[config.mk]
export PLATFORM = sky130hd
export DESIGN_NAME = cbrecode
export DESIGN_NICKNAME = d
export VERILOG_FILES = /design/src/rtl/cbrecode_pkg.sv /design/src/rtl/cbrecode_ctrl.sv /design/src/rtl/cbrecode_dp.sv /design/src/rtl/cbrecode.sv
export SDC_FILE = /design/constraint.sdc
export NUM_CORES = 1
export LEC_CHECK = 0
export BUFFER_PORTS_ARGS = -buffer_cell sky130_fd_sc_hd__buf_2
export CORE_MARGIN = 1
export CORE_UTILIZATION = 51
export CTS_BUF_LIST = sky130_fd_sc_hd__clkbuf_8
export CTS_CLUSTER_SIZE = 14
export DETAILED_ROUTE_END_ITERATION = 8
export GPL_ROUTABILITY_DRIVEN = 1
export GPL_TIMING_DRIVEN = 0
export PLACE_DENSITY = 0.93
export SETUP_SLACK_MARGIN = 0.1
export SLEW_MARGIN = 20
export SYNTH_ARGS = -nofsm -noshare
export SYNTH_HDL_FRONTEND = slang
export SYNTH_HIERARCHICAL = 1
export SYNTH_SLANG_ARGS = --single-unit
[constraint.sdc]
create_clock -name clk -period 2.49 [get_ports clk]
set_input_delay 0.249 -clock clk [delete_from_list [all_inputs] [get_ports clk]]
set_output_delay 0.249 -clock clk [all_outputs]
set_load 0.05 [all_outputs]
[src/rtl/cbrecode_pkg.sv]
package cbrecode_pkg;
  localparam int WORD_W   = 32;
  localparam int HALF_W   = WORD_W / 2;
  localparam int OPC_W    = 6;
  localparam int REG_W    = 5;
  localparam int CODE_W   = 3;

  // compressed major opcodes and the one recognised minor
  localparam logic [OPC_W-1:0]  MAJ_LDW  = 6'b011010;
  localparam logic [OPC_W-1:0]  MAJ_LDSP = 6'b010010;
  localparam logic [OPC_W-1:0]  MAJ_RET  = 6'b010001;
  localparam logic [CODE_W-1:0] MIN_RET  = 3'b101;

  // base encodings
  localparam logic [OPC_W-1:0] OP_LW    = 6'h23;
  localparam logic [OPC_W-1:0] OP_ADDIU = 6'h09;
  localparam logic [OPC_W-1:0] OP_SPEC  = 6'h00;
  localparam logic [OPC_W-1:0] FN_JR    = 6'h08;
  localparam logic [REG_W-1:0] REG_SP   = 5'd29;
  localparam logic [REG_W-1:0] REG_RA   = 5'd31;

  typedef enum logic [2:0] {
    SEL_PASS, SEL_LDW, SEL_LDSP, SEL_JMP, SEL_ADJ, SEL_NOP
  } selE;

  typedef struct packed {
    logic load;
    selE  sel;
    logic rsvd;
  } strobeT;

  function automatic logic [REG_W-1:0] expandReg(input logic [CODE_W-1:0] code);
    case (code)
      3'd0:    return 5'd16;
      3'd1:    return 5'd17;
      default: return {2'b00, code};
    endcase
  endfunction
endpackage

[src/rtl/cbrecode_ctrl.sv]
module cbrecode_ctrl
  import cbrecode_pkg::*;
(
  input  logic              clk,
  input  logic              rstN,
  input  logic              inValid,
  input  logic              shortMode,
  input  logic [OPC_W-1:0]  major,
  input  logic [CODE_W-1:0] minor,
  output strobeT            strb,
  output logic              pending
);
  always_comb begin
    strb.load = 1'b0;
    strb.sel  = SEL_PASS;
    strb.rsvd = 1'b0;
    if (pending) begin
      strb.load = 1'b1;
      strb.sel  = SEL_ADJ;
    end else if (inValid) begin
      strb.load = 1'b1;
      if (shortMode) begin
        case (major)
          MAJ_LDW:  strb.sel = SEL_LDW;
          MAJ_LDSP: strb.sel = SEL_LDSP;
          MAJ_RET: begin
            if (minor == MIN_RET) begin
              strb.sel = SEL_JMP;
            end else begin
              strb.sel  = SEL_NOP;
              strb.rsvd = 1'b1;
            end
          end
          default: begin
            strb.sel  = SEL_NOP;
            strb.rsvd = 1'b1;
          end
        endcase
      end
    end
  end

  always_ff @(posedge clk or negedge rstN) begin
    if (!rstN) pending <= 1'b0;
    else       pending <= strb.load && (strb.sel == SEL_JMP);
  end
endmodule

[src/rtl/cbrecode_dp.sv]
module cbrecode_dp
  import cbrecode_pkg::*;
(
  input  logic              clk,
  input  logic              rstN,
  input  strobeT            strb,
  input  logic [WORD_W-1:0] inWord,
  output logic [WORD_W-1:0] outWord,
  output logic              outValid,
  output logic              rsvdFlag
);
  localparam int ADJ_W = 7;

  logic [ADJ_W-1:0]  savedImm;
  logic [WORD_W-1:0] nextWord;

  always_comb begin
    case (strb.sel)
      SEL_PASS: nextWord = inWord;
      SEL_LDW:  nextWord = {OP_LW, expandReg(inWord[6:4]), expandReg(inWord[9:7]),
                            10'b0, inWord[3:0], 2'b00};
      SEL_LDSP: nextWord = {OP_LW, REG_SP, inWord[9:5], 9'b0, inWord[4:0], 2'b00};
      SEL_JMP:  nextWord = {OP_SPEC, REG_RA, 15'b0, FN_JR};
      SEL_ADJ:  nextWord = {OP_ADDIU, REG_SP, REG_SP, 7'b0, savedImm, 2'b00};
      default:  nextWord = '0;
    endcase
  end

  always_ff @(posedge clk or negedge rstN) begin
    if (!rstN) begin
      outWord  <= '0;
      outValid <= 1'b0;
      rsvdFlag <= 1'b0;
      savedImm <= '0;
    end else begin
      outValid <= strb.load;
      rsvdFlag <= strb.load && strb.rsvd;
      if (strb.load) outWord <= nextWord;
      if (strb.load && strb.sel == SEL_JMP) savedImm <= inWord[ADJ_W-1:0];
    end
  end
endmodule

[src/rtl/cbrecode.sv]
module cbrecode
  import cbrecode_pkg::*;
(
  input  logic              clk,
  input  logic              rstN,
  input  logic              inValid,
  input  logic [WORD_W-1:0] inWord,
  input  logic              inShort,
  input  logic              modeCompact,
  output logic              outValid,
  output logic [WORD_W-1:0] outWord,
  output logic              stall,
  output logic              rsvdFlag
);
  strobeT strb;

  cbrecode_ctrl u_ctrl (
    .clk      (clk),
    .rstN     (rstN),
    .inValid  (inValid),
    .shortMode(modeCompact && inShort),
    .major    (inWord[HALF_W-1 -: OPC_W]),
    .minor    (inWord[9:7]),
    .strb     (strb),
    .pending  (stall)
  );

  cbrecode_dp u_dp (
    .clk     (clk),
    .rstN    (rstN),
    .strb    (strb),
    .inWord  (inWord),
    .outWord (outWord),
    .outValid(outValid),
    .rsvdFlag(rsvdFlag)
  );
endmodule

== Word-level counts from Yosys, hierarchy flattened ==
Cells that the tools add are included.
Storage, ports and cells
  output and inout port bits: 35
  bits of input ports: 37
  logic and storage cells: 33
  register bits after elaboration: 42
Operators by class
  reductions and logical operators: 7
  mux-type cells: 11
  equality and inequality tests: 10
Operator list (count)
  one-hot mux 32 bit (5 select lines): 1
  one-hot mux 5 bit (2 select lines): 2
  == test 6 x 5 -> 1 bit, second input constant: 3
  == test 3 x 1 -> 1 bit, second input constant: 3
  zero test 3 bit: 3
  one-hot mux 3 bit (3 select lines): 1
  two-way mux 4 bit: 2
  == test 3 x 2 -> 1 bit, second input constant: 2
  == test 3 bit, second input constant: 2
  two-way mux 5 bit: 1
  logical AND 1 bit: 3
  two-way mux 3 bit: 1
  two-way mux 1 bit: 2
  one-hot mux 1 bit (2 select lines): 1
  OR reduction 2 bit: 1

== Depth between registers and ports, before layout ==
  depth in word-level cells: 8
  mapped depth: 9
  depth with buffers taken out: 7

== Hierarchy ==
Netlist, hierarchy kept.
By module, submodules not included
  cbrecode_dp: cells each 177, instances 1, area an instance 1970.6 um2, seq. area each 1026.0 um2
  cbrecode_ctrl: cells each 18, instances 1, area an instance 143.9 um2, seq. area each 25.0 um2
  cbrecode: cells each 1, instances 1, area an instance 6.3 um2, seq. area each 0.0 um2

== Worst setup path after synthesis ==
Ideal clock, no wire load.
  kind: reg-to-reg
  start point: reg u_ctrl.pending
  end point: reg u_dp.savedImm[0]
  required time: 2.365 ns
  data arrival time: 1.915 ns
  setup slack: 0.450 ns
  clock period less this slack: 2.040 ns
  library setup time: 0.125 ns
  cell stages (with the launch flop): 9
  path buffers: 2
  cell sequence: dfrtp_1 and3b_1 nand2_1 a21oi_1 buf_6 nand2_1 or2_1 buf_2 mux2_2
RTL lines
  start, declared: line cbrecode_ctrl.sv:11  | output logic pending
  start signal, assigned: line cbrecode_ctrl.sv:45  | else pending <= strb.load && (strb.sel == SEL_JMP);
  end signal, assigned: line cbrecode_dp.sv:39  | if (strb.load && strb.sel == SEL_JMP) savedImm <= inWord[ADJ_W-1:0];
  end, declared: line cbrecode_dp.sv:14  | logic [ADJ_W-1:0] savedImm;

==> summary.md <==
| Metric | Value |
|---|---|
| Core area | around 4000 um^2 |
| Worst slew margin | 0.401 |
| CTS max path bufs | 2 |
| Clk pin slew, worst setup/hold paths | 0.07 ns |
| Final wirelength | 5.25 mm |
| Hold buffer count at CTS | 0 |
| Layout area overhead | 23.6% |
| Setup Total Neg Slack | 0 ns |
| Number of DRC markers in iteration 0 | 134 |
| R2R Setup Slk | 0.39 ns |
| Setup Skew | 0.00445 ns |
| # Post-CTS Setup Buffers | 0 |
| Ant diodes | 0 |
| Die width | 66.5 um |
| Netlist Area Pre-Place | around 2100 um^2 |
| Syn avg cell area | 10.8 um^2 |
| Final period utilization | 0.845 |
| Finished Core Util | 0.655 |
| Worst-margin pin slew | 0.898 ns |
| PwrDens | 630 nW/um^2 |
| Sequential area share after synthesis | 0.496 |
| CP Launch Type | flop |
| RSZ-0062 raised after global routing | false |
| H-Tree Depth | 2 |
| CP arrival | 2.31 ns |
| TritonCTS clock tree | done |
| Max Slew Vio Count | 0 |
| Clock Latency Late Sink | around 0.29 ns |
| Total Power | 1.65 mW |
| Max Cap Viol | 0 |
| Leak | 1.26 nW |
| Largest family of logic cells by synthesized area | compound AO/OA/AOI/OAI gates |
| Count of final setup violators | 0 |
| DR vias | 1849 |
| Yosys reg bits | 42 |
| Status | finished, violations left |
| HPWL after detailed placement | 3.79 mm |
| Fmax | 476 MHz |
| CTS resizes | 0 |
| CTS root buf | clkbuf_8 |
| Final Hold Viols | 0 |
| DRT Pass-1 Iters | 6 |
| Fillers | 319 |
| CP Capture Type | flop |
| IO buf count | 71 |
| Syn Inst Count | 196 |
| Number of global-route vias before repair | roughly 1800 |
| All-Layer GR Usage | 0.255 |
| Req. time, crit path | ~2.7 ns |
| Num ports | 72 |
| Min Clock Period, post-route | 2.10 ns |
| Initial antenna violation count | 0 |
| Area taken by multi-input logic gates | 960 um^2 |
| Gpl congestion | 0.880 |
| Largest net degree at the start of global routing | 43 |
| Hold Crit Class | in2async |
| Nets | 311 |
| Synth cell types | 44 |
| Antenna viol nets, final | 0 |
| Row count | 23 |
| First-pass GRT wire length | 8.17 mm |
| Initial Utilization | 0.530 |
| Maximum vdd drop | roughly 0.00049 V |
| Synth Warn # | 6 |
| Syn nets | ~230 |
| Compound-Gate Fraction of Synth Area | 0.217 |
| Total CTS buffers | 5 |
| DRC viols | 2 |
| Chip height | roughly 66 um |
| Top FF cell, synth | dfrtp_1 |
| GR Overflow Total | 0 |
| R2R depth | 7 |
| Violated checks | DRC |
| Clock sinks | 42 |
| Die area | 4420 um^2 |
| XOR/XNOR share of the synthesized area | 0 |
| WS Path Type | reg2reg |
| Register area | 1050 um^2 |
| Avg WL per Cell | 16.2 um |
| Vias per std cell | roughly 5.7 |
| Post-synthesis mux area share | 0.0761 |
| Reg2reg start | u_ctrl/pending |
| Ratio of cells with drive above 1 in the final layout | 0.374 |
| Post-Synth Adder-Cell Area | 0 |
| CP Max Fanout | 10 |
| Async SR Flop Fraction | 1.00 |
| EDFF count, synth | 0 |
| Simple-gate share of the synthesized area | 0.160 |
| Terminus of the critical flop-to-flop path | u_dp/outWord[5] |
[registers in the layout, summed over array words and instances (netlist names)]
signal and flops:
u_dp/outWord 32, u_dp/savedImm 7, u_ctrl/pending 1, u_dp/outValid 1, u_dp/rsvdFlag 1
[area by class of cell]
class                      instances  share of cell area
inverter                           6             0.00859
multi-input combinational        131               0.366
clock buffer                       6              0.0315
tap                               50              0.0239
buffer                            17              0.0334
timing repair buffer              71               0.136
sequential                        42               0.401
[report_power, final]
part | internal [mW] | total [mW] | switching, mW
sequential | 0.739 | 0.768 | 0.0289
clock | 0.214 | 0.424 | 0.210
combinational | 0.128 | 0.461 | 0.333
[placed cells by master, fill, tap and decap left out, types with 7 or more instances in the layout]
cell type	count
a21oi_1	12
a22o_1	11
buf_2	78
clkbuf_1	7
dfrtp_1	42
mux2_2	9
nand3b_1	7
nor2_1	11
o21ai_0	9
o2bb2ai_1	9
[stage by stage]
stage          setup slack, ns  area, um^2  cells  hold slack, ns
5_1_grt                  0.287        2620    323           0.164
2_1_floorplan            0.450        2120    196         -0.0466
4_1_cts                  0.437        2620    323           0.115
3_3_place_gp             0.442        2540    317           0.425
6_report                 0.387        2620    323          0.0803
3_5_place_dp             0.369        2540    317           0.438
[kinds of logic after synthesis]
| kind of cell | Yosys count |
|---|---|
| AO/OA/AOI/OAI | 64 |
| AND/OR/NAND/NOR | 52 |
| flip-flops | 42 |
| buffers and inverters | 23 |
| multiplexers | 15 |
[how the worst max path moves through the flow]
stage                    from          endpoint  slack, ns
6_report       u_ctrl/pending   u_dp/outWord[5]       0.39
5_1_grt        u_ctrl/pending  u_dp/outWord[25]       0.29
4_1_cts        u_ctrl/pending   u_dp/outWord[5]       0.44
3_5_place_dp       inWord[12]  u_dp/outWord[21]       0.37
3_3_place_gp       inWord[12]  u_dp/savedImm[5]       0.44
2_1_floorplan  u_ctrl/pending  u_dp/savedImm[0]       0.45
[synth_stat cells (all sizes together), types with 2 or more instances]
cell type  count  area, um^2
a21oi         12        60.1
a22o          11        96.3
a31oi          5        31.3
and2           3        18.8
and3b          2        17.5
buf           10        61.3
clkbuf         7        26.3
dfrtp         42        1050
inv            6        22.5
mux2           9         101
mux2i          6        60.1
nand2          3        11.3
nand2b         7        51.3
nand3          2        10.0
nand3b         7        52.6
nor2          12        47.6
nor2b          2        12.5
nor4bb         2        20.0
o211ai         3        22.5
o21a           3        22.5
o21ai          9        45.0
o22a           4        36.3
o2bb2ai        9        78.8
or2            3        18.8
or3            5        31.3
[layer usage]
layer	wire length, um	track usage	vias to the layer above
met1	2290	0.328	893
met5	0	0	-
met4	61	0.0957	0
met2	2550	0.417	76
met3	343	0.0599	5
li1	-	-	875
[critical path, stage by stage, from the launching register on]
cell and delay, ns:
dfrtp_1 0.40, and3b_1 0.25, a21boi_0 0.21, buf_2 0.24, clkbuf_1 0.31, nor4bb_1 0.32, a31oi_1 0.09, a31oi_1 0.21
No activity file was read; power rests on OpenSTA's default activity.
